### src/rtl/i2c_chsel_pkg.sv
`timescale 1ns/1ps
package i2c_chsel_pkg;
  localparam int unsigned NUM_CH  = 4;
  localparam int unsigned DATA_W  = 8;
  localparam int unsigned IDX_W   = $clog2(NUM_CH);
  localparam int unsigned SEL_W   = IDX_W + 1;
  localparam int unsigned STRAP_W = 3;

  typedef enum logic [2:0] {
    SL_IDLE,
    SL_ADDR,
    SL_AACK,
    SL_WRX,
    SL_WACK,
    SL_RDX,
    SL_RACK
  } slv_state_e;
endpackage

### src/rtl/i2c_cs_sync.sv
`timescale 1ns/1ps
// Two-stage synchroniser with a parameterised reset level.
module i2c_cs_sync #(
  parameter int unsigned   W       = 1,
  parameter logic [W-1:0]  RST_VAL = {W{1'b1}}
) (
  input  logic         clk,
  input  logic         rst_n,
  input  logic [W-1:0] d,
  output logic [W-1:0] q
);
  logic [W-1:0] meta_q;
  logic [W-1:0] sync_q;

  always_ff @(posedge clk or negedge rst_n) begin
    if (!rst_n) begin
      meta_q <= RST_VAL;
      sync_q <= RST_VAL;
    end else begin
      meta_q <= d;
      sync_q <= meta_q;
    end
  end

  assign q = sync_q;
endmodule

### src/rtl/i2c_cs_slave.sv
`timescale 1ns/1ps
// Oversampling I2C slave front end: address match, ACK, byte write, byte read.
module i2c_cs_slave
  import i2c_chsel_pkg::*;
#(
  parameter int unsigned BYTE_W = DATA_W,
  parameter int unsigned WR_W   = SEL_W
) (
  input  logic              clk,
  input  logic              rst_n,
  input  logic              scl_in,
  input  logic              sda_in,
  input  logic [BYTE_W-2:0] dev_addr,
  input  logic [BYTE_W-1:0] rd_byte,
  output logic              sda_oe,
  output logic              wr_stb,
  output logic [WR_W-1:0]   wr_sel,
  output logic              stop_det,
  output logic              scl_seen
);
  localparam int unsigned CNT_W = $clog2(BYTE_W) + 1;

  logic [1:0]        line_s;
  logic              scl_s, sda_s, scl_p, sda_p;
  logic              scl_rise, scl_fall, start_det, byte_done;
  slv_state_e        state_q, state_d;
  logic [CNT_W-1:0]  cnt_q, cnt_d;
  logic [BYTE_W-1:0] sh_q, sh_d;
  logic              oe_q, oe_d, rw_q, rw_d, nack_q, nack_d;

  i2c_cs_sync #(.W(2), .RST_VAL(2'b11)) u_line_sync (
    .clk   (clk),
    .rst_n (rst_n),
    .d     ({scl_in, sda_in}),
    .q     (line_s)
  );

  assign scl_s = line_s[1];
  assign sda_s = line_s[0];

  always_ff @(posedge clk or negedge rst_n) begin
    if (!rst_n) begin
      scl_p <= 1'b1;
      sda_p <= 1'b1;
    end else begin
      scl_p <= scl_s;
      sda_p <= sda_s;
    end
  end

  assign scl_rise  = scl_s & ~scl_p;
  assign scl_fall  = ~scl_s & scl_p;
  assign start_det = scl_s & scl_p & sda_p & ~sda_s;
  assign stop_det  = scl_s & scl_p & ~sda_p & sda_s;
  assign byte_done = (cnt_q == CNT_W'(BYTE_W));

  // Next-state logic
  always_comb begin
    state_d = state_q;
    cnt_d   = cnt_q;
    sh_d    = sh_q;
    oe_d    = oe_q;
    rw_d    = rw_q;
    nack_d  = nack_q;
    if (stop_det) begin
      state_d = SL_IDLE;
      oe_d    = 1'b0;
    end else if (start_det) begin
      state_d = SL_ADDR;
      cnt_d   = '0;
      oe_d    = 1'b0;
    end else begin
      unique case (state_q)
        SL_ADDR, SL_WRX: begin
          if (scl_rise) begin
            sh_d  = {sh_q[BYTE_W-2:0], sda_s};
            cnt_d = cnt_q + CNT_W'(1);
          end else if (scl_fall && byte_done) begin
            if (state_q == SL_WRX) begin
              state_d = SL_WACK;
              oe_d    = 1'b1;
            end else if (sh_q[BYTE_W-1:1] == dev_addr) begin
              state_d = SL_AACK;
              oe_d    = 1'b1;
              rw_d    = sh_q[0];
            end else begin
              state_d = SL_IDLE;
            end
          end
        end
        SL_AACK: begin
          if (scl_fall) begin
            cnt_d = '0;
            if (rw_q) begin
              sh_d    = rd_byte;
              oe_d    = ~rd_byte[BYTE_W-1];
              state_d = SL_RDX;
            end else begin
              oe_d    = 1'b0;
              state_d = SL_WRX;
            end
          end
        end
        SL_WACK: begin
          if (scl_fall) begin
            oe_d    = 1'b0;
            cnt_d   = '0;
            state_d = SL_WRX;
          end
        end
        SL_RDX: begin
          if (scl_rise) begin
            cnt_d = cnt_q + CNT_W'(1);
          end else if (scl_fall) begin
            if (byte_done) begin
              oe_d    = 1'b0;
              state_d = SL_RACK;
            end else begin
              sh_d = {sh_q[BYTE_W-2:0], 1'b0};
              oe_d = ~sh_q[BYTE_W-2];
            end
          end
        end
        SL_RACK: begin
          if (scl_rise) begin
            nack_d = sda_s;
          end else if (scl_fall) begin
            if (!nack_q) begin
              sh_d    = rd_byte;
              oe_d    = ~rd_byte[BYTE_W-1];
              cnt_d   = '0;
              state_d = SL_RDX;
            end else begin
              state_d = SL_IDLE;
            end
          end
        end
        default: ;
      endcase
    end
  end

  // Registers
  always_ff @(posedge clk or negedge rst_n) begin
    if (!rst_n) begin
      state_q <= SL_IDLE;
      cnt_q   <= '0;
      sh_q    <= '0;
      oe_q    <= 1'b0;
      rw_q    <= 1'b0;
      nack_q  <= 1'b0;
    end else begin
      state_q <= state_d;
      cnt_q   <= cnt_d;
      sh_q    <= sh_d;
      oe_q    <= oe_d;
      rw_q    <= rw_d;
      nack_q  <= nack_d;
    end
  end

  assign wr_stb   = (state_q == SL_WRX) && scl_fall && byte_done;
  assign wr_sel   = sh_q[WR_W-1:0];
  assign sda_oe   = oe_q;
  assign scl_seen = scl_s;
endmodule

### src/rtl/i2c_cs_regs.sv
`timescale 1ns/1ps
// Control register, channel enable decode and request aggregation.
module i2c_cs_regs
  import i2c_chsel_pkg::*;
#(
  parameter int unsigned NCH    = NUM_CH,
  parameter int unsigned BYTE_W = DATA_W
) (
  input  logic              clk,
  input  logic              rst_n,
  input  logic              wr_stb,
  input  logic [SEL_W-1:0]  wr_sel,
  input  logic              stop_det,
  input  logic [NCH-1:0]    irq_n_in,
  output logic [NCH-1:0]    chan_en,
  output logic              irq_n_out,
  output logic [BYTE_W-1:0] rd_byte
);
  localparam int unsigned IW    = $clog2(NCH);
  localparam int unsigned PAD_W = BYTE_W - NCH - SEL_W;

  logic [NCH-1:0]   irq_s_n;
  logic [SEL_W-1:0] ctrl_q, pend_q;
  logic             pend_v_q, pend_v_d;
  logic             commit;

  i2c_cs_sync #(.W(NCH), .RST_VAL({NCH{1'b1}})) u_irq_sync (
    .clk   (clk),
    .rst_n (rst_n),
    .d     (irq_n_in),
    .q     (irq_s_n)
  );

  // A selection waits in pend_q until the STOP that closes its transfer
  assign commit = stop_det & pend_v_q;

  always_comb begin
    pend_v_d = pend_v_q;
    if (wr_stb)        pend_v_d = 1'b1;
    else if (stop_det) pend_v_d = 1'b0;
  end

  always_ff @(posedge clk or negedge rst_n) begin
    if (!rst_n) begin
      ctrl_q   <= '0;
      pend_q   <= '0;
      pend_v_q <= 1'b0;
    end else begin
      pend_v_q <= pend_v_d;
      if (wr_stb) pend_q <= wr_sel;
      if (commit) ctrl_q <= pend_q;
    end
  end

  for (genvar c = 0; c < NCH; c++) begin : g_dec
    assign chan_en[c] = ctrl_q[IW] && (ctrl_q[IW-1:0] == IW'(c));
  end

  assign irq_n_out = &irq_s_n;
  assign rd_byte   = {~irq_s_n, {PAD_W{1'b0}}, ctrl_q};
endmodule

### src/rtl/i2c_chan_sel.sv
`timescale 1ns/1ps
// Top: I2C-controlled four-way channel selector with merged service request.
module i2c_chan_sel
  import i2c_chsel_pkg::*;
#(
  parameter logic [DATA_W-2-STRAP_W:0] ADDR_HI = 4'b1110
) (
  input  logic               clk,
  input  logic               rst_n,
  input  logic               scl_in,
  input  logic               sda_in,
  output logic               sda_oe,
  input  logic [STRAP_W-1:0] addr_strap,
  input  logic [NUM_CH-1:0]  irq_n_in,
  output logic [NUM_CH-1:0]  chan_en,
  output logic               irq_n_out
);
  logic              wr_stb;
  logic [SEL_W-1:0]  wr_sel;
  logic              stop_seen;
  logic              scl_seen;
  logic [DATA_W-1:0] rd_byte;

  i2c_cs_slave #(.BYTE_W(DATA_W), .WR_W(SEL_W)) u_slave (
    .clk      (clk),
    .rst_n    (rst_n),
    .scl_in   (scl_in),
    .sda_in   (sda_in),
    .dev_addr ({ADDR_HI, addr_strap}),
    .rd_byte  (rd_byte),
    .sda_oe   (sda_oe),
    .wr_stb   (wr_stb),
    .wr_sel   (wr_sel),
    .stop_det (stop_seen),
    .scl_seen (scl_seen)
  );

  i2c_cs_regs #(.NCH(NUM_CH), .BYTE_W(DATA_W)) u_regs (
    .clk       (clk),
    .rst_n     (rst_n),
    .wr_stb    (wr_stb),
    .wr_sel    (wr_sel),
    .stop_det  (stop_seen),
    .irq_n_in  (irq_n_in),
    .chan_en   (chan_en),
    .irq_n_out (irq_n_out),
    .rd_byte   (rd_byte)
  );
endmodule

### config.mk
export PLATFORM = sky130hd
export DESIGN_NAME = i2c_chan_sel
export DESIGN_NICKNAME = d
export VERILOG_FILES = /design/src/rtl/i2c_chsel_pkg.sv /design/src/rtl/i2c_cs_sync.sv /design/src/rtl/i2c_cs_slave.sv /design/src/rtl/i2c_cs_regs.sv /design/src/rtl/i2c_chan_sel.sv
export SDC_FILE = /design/constraint.sdc
export NUM_CORES = 1
export LEC_CHECK = 0
export BUFFER_PORTS_ARGS = -buffer_cell sky130_fd_sc_hd__buf_2
export CORE_MARGIN = 3
export CORE_UTILIZATION = 66
export CTS_BUF_LIST = sky130_fd_sc_hd__clkbuf_4
export CTS_CLUSTER_SIZE = 10
export DETAILED_ROUTE_END_ITERATION = 16
export GPL_TIMING_DRIVEN = 0
export PLACE_DENSITY = 0.95
export SKIP_LAST_GASP = 1
export SLEW_MARGIN = 20
export SYNTH_ARGS = -nofsm -noshare
export SYNTH_HDL_FRONTEND = slang
export SYNTH_SLANG_ARGS = --single-unit
### constraint.sdc
create_clock -name clk -period 4.5 [get_ports clk]
set_input_delay 0.9 -clock clk [delete_from_list [all_inputs] [get_ports clk]]
set_output_delay 0.9 -clock clk [all_outputs]
set_load 0.01 [all_outputs]
==> impl_metrics.py, run 1 <==
metrics = {
    "sta": {
        "finalHoldViolCount": 0,
        "skew_ps": 14.3,
        "setup-tns-final_ps": 0,
        "slew_viol_final": 0,
        "timing.final.ws_setup_ps": 2390,
        "fmax_mhz": 474,
        "fin_crit_ps": 2110,
        "worst_pin_slew_ps": 807,
        "rsz0062_at_grt": "no",
        "fin_crit_sh_pct": 46.9,
        "hold_ws_ps": 362,
        "finalSetupViolCount": 0,
        "slew_headroom_pct": 46.2,
    },
    "power_and_ir_drop": {
        "p_int_mw": 0.602,
        "switching_share_pct": 35.1,
        "power_frac_seq_pct": 51.4,
        "power_density_nw_per_um2": 438,
        "power.switching_mw": 0.325,
        "p_comb_share_pct": 30.6,
        "power.leakage_nw": 0.946,
        "clockPowerShare_pct": 18.0,
        "irDropWorstVdd_mv": 0.385,
    },
    "clock_tree": {
        "post_cts_buffers": 0,
        "cts.clk_slew.worst_paths_ps": 110,
        "clock_latency_ps": 350,
        "cts_buffers": 5,
        "cts_resized": 0,
        "cts.sinks": 39,
        "cts_tree": "done",
        "cts_max_level": 2,
        "cts_hold_buffers": 0,
        "cts_root_buf": "clkbuf_4",
        "clock_path_buffers": 2,
    },
    "synth": {
        "netlist_top_cells_count": "dfrtp_1, nand2_1, dfstp_2, o21ai_0, mux2_2",
        "synthTopCellsByArea": "dfrtp_1, dfstp_2, mux2_2, nand2_1, o21ai_0",
        "synth_area_um2": 1950,
        "yosysWarnings": 0,
        "synth_xor_area_share_pct": 2.19,
        "avgSynthCellArea_um2": 10.9,
        "synth.distinct_cells": 45,
        "yosys.area.top_type": "dfrtp_1",
        "synth_seq_cells": 39,
        "synth-simple-area-share_pct": 21.6,
        "synth.yosys.seq_area_share_pct": 51.1,
        "synth_nets": 191,
        "synth-main-ff-cell": "dfrtp_1",
        "synth_top_area_share_pct": 32.2,
        "synth_compound_area_share_pct": 11.4,
        "post-synth-top-count-cell": "dfrtp_1",
        "postSynth.asyncResetShare_pct": 100,
        "synth_mux_area_share_pct": 9.77,
        "synth_edf_count": 0,
        "synthAdderAreaFrac_pct": 1.29,
        "synth_top_family_by_area": "simple AND/OR/NAND/NOR gates",
        "netlist_instances": 178,
    },
    "detailed_routing": {
        "route.antenna.remaining_nets": 0,
        "dr.first_iter.drc_count": 72,
        "vias": 1477,
        "finalWirelength_um": 3850,
        "drtPass1Iterations": 4,
        "drc_errors": 0,
        "viasPerCell": 6.34,
        "wl_per_cell_um": 16.5,
    },
    "worst_setup_path": {
        "end_kind": "output pin",
        "crit_slowest_cell": "dfstp_2",
        "critPathKind": "flip-flop to output pin",
        "reg2regPathDepth": 7,
        "critPathRequiredTime_ps": 3600,
        "cp_top_family": "flip-flops",
        "cp.depth": 2,
        "path_cells": "and4_1 -> buf_2",
        "crit_fanout": 3,
        "critPathLaunchType": "flip-flop",
        "crit_arrival_ps": 1210,
        "cp_num_buf_inv": 1,
        "critPathMaxStageDelay_ps": 560,
        "rrSetupSlack_ps": 2430,
    },
    "die": {
        "io_pins": 17,
        "die_w_um": 60.3,
        "rows": 19,
        "core_area_um2": 2780,
        "die_height_um": 60.3,
        "initial_core_util_pct": 70.0,
        "die_area_um2": 3640,
    },
    "layout": {
        "syn_to_final_growth_pct": 8.81,
        "finalNetCount": 214,
        "antenna_cells": 0,
        "instances_no_fill": 233,
        "drive_gt1_share_pct": 30.2,
    },
    "grt": {
        "grt_pass1_vias": 1407,
        "grt_max_degree": 40,
        "grt_pass1_wl_um": 6140,
        "antenna_found_initial": 0,
        "grt_use_total_pct": 23.8,
        "grt.overflow.total": 0,
    },
    "placed_design": {
        "place_ws_ps": 2310,
        "dp_cells": 225,
        "post-dp-hpwl_um": 2810,
        "io_buffer_count": 16,
        "gp_congestion": 1.03,
    },
    "min_path": {
        "whs_path_depth": 0,
        "hold_path.class": "flip-flop to flip-flop",
    },
    "job": {
        "cap_violations": 0,
    },
    "status": {
        "outcome": "finished clean",
    },
}
[power groups by stage]
| stage | Clock [mW] | Combinational, mW | Sequential [mW] |
|---|---|---|---|
| floorplan | 0 | 0.212 | 0.465 |
| global placement | 0 | 0.261 | 0.473 |
| detailed placement | 0 | 0.278 | 0.481 |
| CTS | 0.174 | 0.280 | 0.474 |
| global route | 0.187 | 0.319 | 0.484 |
| finish | 0.167 | 0.284 | 0.476 |
[logic make-up after synthesis]
| family | count (synthesis) |
|---|---|
| DFF | 39 |
| and+or+nand+nor | 70 |
| xor gates and xnor gates | 4 |
| buffers and inverters | 12 |
| AOI/OAI and AO/OA | 34 |
| muxes | 17 |
| adders and majority gates | 2 |
[worst paths after layout]
| kind | endpoint | start |
|---|---|---|
| max in group asynchronous | u_slave.cnt_q[1]$_DFFE_PN0P_ | rst_n |
| hold reg to reg | u_regs.u_irq_sync.q[0]$_DFF_PN1_ | u_regs.u_irq_sync.meta_q[0]$_DFF_PN1_ |
| setup reg to reg | u_slave.sh_q[0]$_DFFE_PN0P_ | u_slave.cnt_q[0]$_DFFE_PN0P_ |
| setup / recovery | irq_n_out | u_regs.u_irq_sync.q[3]$_DFF_PN1_ |
| min in group asynchronous | u_slave.cnt_q[3]$_DFFE_PN0P_ | rst_n |
| hold / removal | u_regs.u_irq_sync.q[0]$_DFF_PN1_ | u_regs.u_irq_sync.meta_q[0]$_DFF_PN1_ |
[cell type report]
class,count,area (um^2)
Buffer,6,30.0
Clock buffer,5,37.5
Clock inverter,3,15.0
Fill cell,193,664
Inverter,6,22.5
Multi-Input combinational cell,127,900
Sequential cell,39,993
Tap cell,31,38.8
Timing Repair Buffer,16,80.1
[layout by cell type (no fill, tap or decap), types with 6 or more instances in the layout]
master,synthesis,layout
dfrtp_1,25,25
mux2_2,13,13
dfstp_2,14,14
o21ai_0,14,14
a21oi_1,7,7
nand2_1,19,19
nor2_1,6,6
nand3_1,9,9
inv_1,6,6
buf_2,3,19
[worst reg2reg max path: cells and delay by family, from the launching register on]
family | cells | cell delay (ps)
DFF | 1 | 410
and+or+nand+nor | 1 | 220
muxes | 1 | 350
AOI/OAI and AO/OA | 2 | 580
adders and majority gates | 1 | 200
buffers and inverters | 2 | 220
[registers in the layout (all words and copies together), names as in the netlist]
name,flops
u_slave.nack_q,1
u_regs.u_irq_sync.meta_q,4
u_regs.ctrl_q,3
u_slave.cnt_q,4
u_slave.sda_p,1
u_slave.state_q,3
u_slave.scl_p,1
u_slave.u_line_sync.meta_q,2
u_slave.sh_q,8
u_slave.rw_q,1
u_slave.u_line_sync.q,2
u_slave.sda_oe,1
u_regs.pend_q,3
u_regs.pend_v_q,1
u_regs.u_irq_sync.q,4
[metal layers]
layer,track usage [%],wire length (um),vias up
met5,0,0,-
met4,18.4,138,0
met3,5.83,297,16
met2,38.1,1840,73
met1,27.0,1570,698
li1,-,-,690
[metrics by stage]
stage	area [um^2]	utilization, %	power, mW
floorplan	1950	-	0.677
global placement	2060	74.2	0.734
detailed placement	2060	74.2	0.759
CTS	2120	76.1	0.929
global route	2120	76.1	0.991
finish	2120	76.1	0.927
(Power assumes the default switching activity.)
==> run 2, diff against run 1 <==
- ABC_AREA: unset -> 1
- CORE_UTILIZATION: 66 -> 56
- PLACE_DENSITY: 0.95 -> 0.86
- clock period: 4.5 -> 1.8 ns (I/O delays scaled with it)
==> impl_metrics.py, run 2 <==
metrics = {
    "status": {
        "outcome": "finished clean",
    },
    "clock_tree": {
        "cts.sinks": 39,
        "cts_max_level": 2,
        "clock_path_buffers": 2,
        "cts.clk_slew.worst_paths_ps": 120,
        "cts_hold_buffers": 0,
        "cts_root_buf": "clkbuf_4",
        "cts_tree": "done",
        "cts_buffers": 5,
        "clock_latency_ps": 340,
    },
    "worst_setup_path": {
        "crit_slowest_cell": "dfstp_2",
        "cp_num_buf_inv": 3,
        "crit_fanout": 5,
        "critPathMaxStageDelay_ps": 580,
        "cp_top_family": "simple AND/OR/NAND/NOR gates",
        "critPathRequiredTime_ps": 2030,
        "critPathLaunchType": "flip-flop",
        "end_kind": "flip-flop",
        "critPathKind": "flip-flop to flip-flop",
        "cpMostUsedCell": "nand2_1",
        "crit_arrival_ps": 1920,
        "path_cells": "inv_1 -> nand2_1 -> inv_2 -> nor2_1 -> nand3_1 -> nand2_1 -> nor2_4 -> buf_4 -> nand3_1 -> nand2_1",
    },
    "grt": {
        "grt_pass1_wl_um": 7350,
        "grt_max_degree": 40,
        "grt_pass1_vias": 1709,
        "antenna_found_initial": 0,
        "grt_use_total_pct": 21.0,
        "grt.overflow.total": 0,
    },
    "die": {
        "core_area_um2": 3720,
        "die_height_um": 68.6,
        "io_pins": 17,
        "rows": 22,
        "die_w_um": 68.6,
        "die_area_um2": 4700,
        "initial_core_util_pct": 59.0,
    },
    "synth": {
        "synthTopCellsByArea": "dfrtp_1, dfstp_2, nand2_1, nand3_1, inv_1",
        "avgSynthCellArea_um2": 7.78,
        "synth_edf_count": 0,
        "synth.yosys.seq_area_share_pct": 45.3,
        "synth_nets": 295,
        "netlist_instances": 282,
        "postSynth.asyncResetShare_pct": 100,
        "synth_area_um2": 2190,
        "post-synth-top-count-cell": "nand2_1",
        "synth_seq_cells": 39,
        "yosys.area.top_type": "dfrtp_1",
        "synth_top_area_share_pct": 28.5,
        "yosysWarnings": 0,
        "netlist_top_cells_count": "nand2_1, inv_1, nor2_1, dfrtp_1, nand3_1",
        "synth-main-ff-cell": "dfrtp_1",
        "synth.distinct_cells": 27,
    },
    "detailed_routing": {
        "route.antenna.remaining_nets": 0,
        "drtPass1Iterations": 4,
        "finalWirelength_um": 4260,
        "vias": 1847,
        "drc_errors": 0,
        "dr.first_iter.drc_count": 154,
        "wl_per_cell_um": 11.8,
        "viasPerCell": 5.13,
    },
    "sta": {
        "finalSetupViolCount": 0,
        "fin_crit_ps": 1690,
        "finalHoldViolCount": 0,
        "skew_ps": 7.23,
        "slew_viol_final": 0,
        "slew_headroom_pct": 45.2,
        "fin_crit_sh_pct": 93.7,
        "fmax_mhz": 593,
        "worst_pin_slew_ps": 821,
        "setup-tns-final_ps": 0,
    },
    "placed_design": {
        "io_buffer_count": 16,
        "gp_congestion": 0.936,
        "post-dp-hpwl_um": 3060,
    },
    "layout": {
        "layout_common_cells": "nand2_1, inv_1, nor2_1, dfrtp_1, nand3_1",
        "multi_input_area_um2": 1060,
        "layout_commonest_cell": "nand2_1",
        "top_register": "u_slave.sh_q",
        "drive_gt1_share_pct": 26.9,
        "antenna_cells": 0,
        "finalNetCount": 324,
        "sequential_cell_area_um2": 993,
        "syn_to_final_growth_pct": 11.8,
        "nFillCells": 336,
        "largest_reg_flops": 8,
    },
    "min_path": {
        "hold_path.class": "input pin to asynchronous set/reset pin",
    },
    "power_and_ir_drop": {
        "irDropWorstVdd_mv": 0.725,
        "power_density_nw_per_um2": 1200,
        "total_power_mw": 2.94,
        "power.leakage_nw": 1.24,
    },
    "job": {
        "cap_violations": 0,
    },
}
[run 2: logic make-up after synthesis]
group | synth area share, %
xor+xnor | 0.799
buf+inv | 7.13
simple gates | 36.1
flops | 45.3
fa+ha+maj | 1.14
compound gates | 9.53
[run 2: routing by layer]
| metal | share of wire, % | up-vias | global-route usage, % |
|---|---|---|---|
| met5 | 0 | - | 0 |
| met3 | 4.6 | 7 | 5.02 |
| li1 | - | 948 | - |
| met1 | 47 | 845 | 27.2 |
| met2 | 47 | 47 | 34.0 |
| met4 | 1.4 | 0 | 8.19 |
[run 2: final timing paths]
path                                                        from                                       to  slack, ps  cells past startpoint
min                                                        rst_n             u_regs.ctrl_q[2]$_DFFE_PN0P_         90                      1
max                           u_slave.u_line_sync.q[1]$_DFF_PN1_           u_slave.state_q[2]$_DFFE_PN0P_        110                     10
max reg2reg                   u_slave.u_line_sync.q[1]$_DFF_PN1_           u_slave.state_q[2]$_DFFE_PN0P_        110                     10
min in group clk                                          sda_in  u_slave.u_line_sync.meta_q[0]$_DFF_PN1_        100                      1
min reg2reg                u_regs.u_irq_sync.meta_q[3]$_DFF_PN1_         u_regs.u_irq_sync.q[3]$_DFF_PN1_        360                      0
max in group asynchronous                                  rst_n           u_slave.state_q[2]$_DFFE_PN0P_       1170                      1
[run 2: repair_timing]
| item | 4_1_cts | 5_1_grt |
|---|---|---|
| pin swaps | 0 | 3 |
| setup buffers | 0 | 6 |
| gates resized for setup | 1 | 3 |
| cloned | 0 | 0 |
| endpoints found under the setup margin | 1 | 5 |
[run 2: through the flow]
step	hold slack (ps)	setup slack [ps]	util, %	std cells	area [um^2]
4_1_cts	75.3	74.8	64.4	354	2390
3_5_place_dp	347	25.7	62.8	346	2330
5_1_grt	64.5	-6.37	66.0	360	2450
2_1_floorplan	64.4	305	-	282	2190
6_report	93.3	114	66.0	360	2450
3_3_place_gp	345	85.6	62.8	346	2330
[run 2: cell type report]
cell class | instances | share of cell area, %
Tap cell | 48 | 2.45
Clock inverter | 3 | 0.817
Sequential cell | 39 | 40.5
Clock buffer | 5 | 1.53
Inverter | 33 | 5.05
Multi-Input combinational cell | 206 | 43.2
Timing Repair Buffer | 22 | 5.10
Buffer | 4 | 1.33
[run 2: power breakdown]
part | internal, mW | total [mW] | switching [mW]
Clock | 0.150 | 0.438 | 0.288
Sequential | 1.03 | 1.16 | 0.134
Combinational | 0.531 | 1.33 | 0.804
Total | 1.71 | 2.94 | 1.23
==> run 3, diff against run 2 <==
- CORE_UTILIZATION: 56 -> 35
- PLACE_DENSITY: 0.86 -> 0.61
==> impl_metrics.py, run 3 (synthesis gave the netlist of run 2 again) <==
metrics = {
    "sta": {
        "fin_crit_ps": 1660,
        "fin_crit_sh_pct": 92.1,
        "finalHoldViolCount": 0,
        "fmax_mhz": 603,
        "setup-tns-final_ps": 0,
        "slew_headroom_pct": 43.5,
        "hold_ws_ps": 84.3,
        "worst_pin_slew_ps": 847,
        "slew_viol_final": 0,
        "finalSetupViolCount": 0,
        "timing.final.ws_setup_ps": 142,
        "skew_ps": 3.90,
    },
    "status": {
        "outcome": "finished clean",
    },
    "clock_tree": {
        "cts_max_level": 2,
        "cts.clk_slew.worst_paths_ps": 120,
        "cts.sinks": 39,
        "cts_buffers": 5,
        "clock_path_buffers": 2,
        "cts_root_buf": "clkbuf_4",
        "clock_latency_ps": 360,
        "cts_tree": "done",
    },
    "layout": {
        "top_register": "u_slave.sh_q",
        "layout_commonest_cell": "nand2_1",
        "finalNetCount": 324,
        "layout_common_cells": "nand2_1, inv_1, nor2_1, dfrtp_1, nand3_1",
        "antenna_cells": 0,
        "syn_to_final_growth_pct": 14.4,
        "instances_no_fill": 387,
        "fin_area_um2": 2510,
        "largest_reg_flops": 8,
        "drive_gt1_share_pct": 27.2,
    },
    "detailed_routing": {
        "drtPass1Iterations": 4,
        "drc_errors": 0,
        "vias": 1797,
        "wl_per_cell_um": 11.7,
        "finalWirelength_um": 4530,
        "dr.first_iter.drc_count": 110,
        "viasPerCell": 4.64,
        "route.antenna.remaining_nets": 0,
    },
    "worst_setup_path": {
        "crit_arrival_ps": 1920,
        "crit_path_start": "u_slave.scl_p$_DFF_PN1_",
        "rrSetupSlack_ps": 140,
        "reg2regPathDepth": 7,
        "critPathLaunchType": "flip-flop",
        "end_kind": "flip-flop",
        "worstReg2RegEnd": "u_slave.state_q[2]$_DFFE_PN0P_",
        "critPathKind": "flip-flop to flip-flop",
        "crit_fanout": 5,
        "critPathRequiredTime_ps": 2060,
        "r2r_start": "u_slave.scl_p$_DFF_PN1_",
    },
    "placed_design": {
        "gp_congestion": 0.888,
        "io_buffer_count": 16,
        "post-dp-hpwl_um": 3330,
        "dpl_cell_area_um2": 2370,
        "dp_cells": 373,
        "place_ws_ps": 3.37,
    },
    "die": {
        "initial_core_util_pct": 36.6,
        "die_area_um2": 7250,
        "io_pins": 17,
        "die_w_um": 85.2,
        "die_height_um": 85.2,
        "rows": 28,
        "core_area_um2": 5990,
    },
    "min_path": {
        "whs_path_depth": 1,
        "hold_path.class": "input pin to flip-flop",
        "holdCritStartpoint": "irq_n_in[1]",
        "min_to": "u_regs.u_irq_sync.meta_q[1]$_DFF_PN1_",
    },
    "grt": {
        "antenna_found_initial": 0,
        "grt_pass1_wl_um": 7920,
        "grt_pass1_vias": 1710,
        "grt_max_degree": 40,
        "grt.overflow.total": 0,
        "grt_use_total_pct": 13.6,
    },
    "job": {
        "cap_violations": 0,
    },
    "power_and_ir_drop": {
        "power_density_nw_per_um2": 1230,
        "irDropWorstVdd_mv": 0.539,
        "power.leakage_nw": 1.25,
    },
}
[run 3: changes by cell type in the layout (fill, tap and decap cells not counted), sizes merged]
cell | before | now
bufinv | 0 | 1
clkinvlp | 1 | 0
[run 3: critical path, stage by stage, from the launching register on]
cell     delay, ps
dfstp_2        580
nand4_1        270
nand4_1        210
nand3_2        110
nor2_4         170
nand2_1        110
nand2_1         70
nand2_1         50
[run 3: per-layer routing]
metal  share of wire (%)  track usage [%]  up-vias
met5                   0                0        -
met1                  49             18.9      816
met2                  46             20.7       28
li1                    -                -      948
met4                 1.0             4.89        0
met3                 3.5             3.20        5
[run 3: layout make-up]
type	count	area, um^2
Tap cell	75	93.8
Multi-Input combinational cell	206	1060
Fill cell	605	3480
Buffer	4	32.5
Clock buffer	5	37.5
Timing Repair Buffer	22	125
Inverter	33	124
Sequential cell	39	993
Clock inverter	3	43.8
[run 3: through the flow]
stage / power (mW) / util (%)
after floorplan: 2.16 / -
after CTS: 3.04 / 40.9
after detailed placement: 2.43 / 39.5
after global placement: 2.41 / 39.5
after global routing: 3.33 / 41.9
final: 3.08 / 41.9
[run 3: repair_timing]
item,4_1_cts,5_1_grt
gates resized for setup,1,3
pin swaps,0,4
setup buffers,0,6
setup endpoints to repair,3,5
hold buffers,0,0
[run 3: worst max-delay path by stage]
stage	to	slack, ps	cells past startpoint
2_1_floorplan	u_slave.sh_q[4]$_DFFE_PN0P_	310	10
3_3_place_gp	u_slave.state_q[2]$_DFFE_PN0P_	20	11
3_5_place_dp	u_slave.state_q[1]$_DFFE_PN0P_	3	11
4_1_cts	u_slave.state_q[2]$_DFFE_PN0P_	70	11
5_1_grt	u_slave.state_q[2]$_DFFE_PN0P_	-0.9	9
6_report	u_slave.state_q[2]$_DFFE_PN0P_	140	7
[run 3: where the power goes]
part	total, mW	switching [mW]	leakage (nW)	internal [mW]
Combinational	1.31	0.801	0.721	0.509
Clock	0.601	0.308	0.0452	0.292
Sequential	1.17	0.135	0.488	1.03
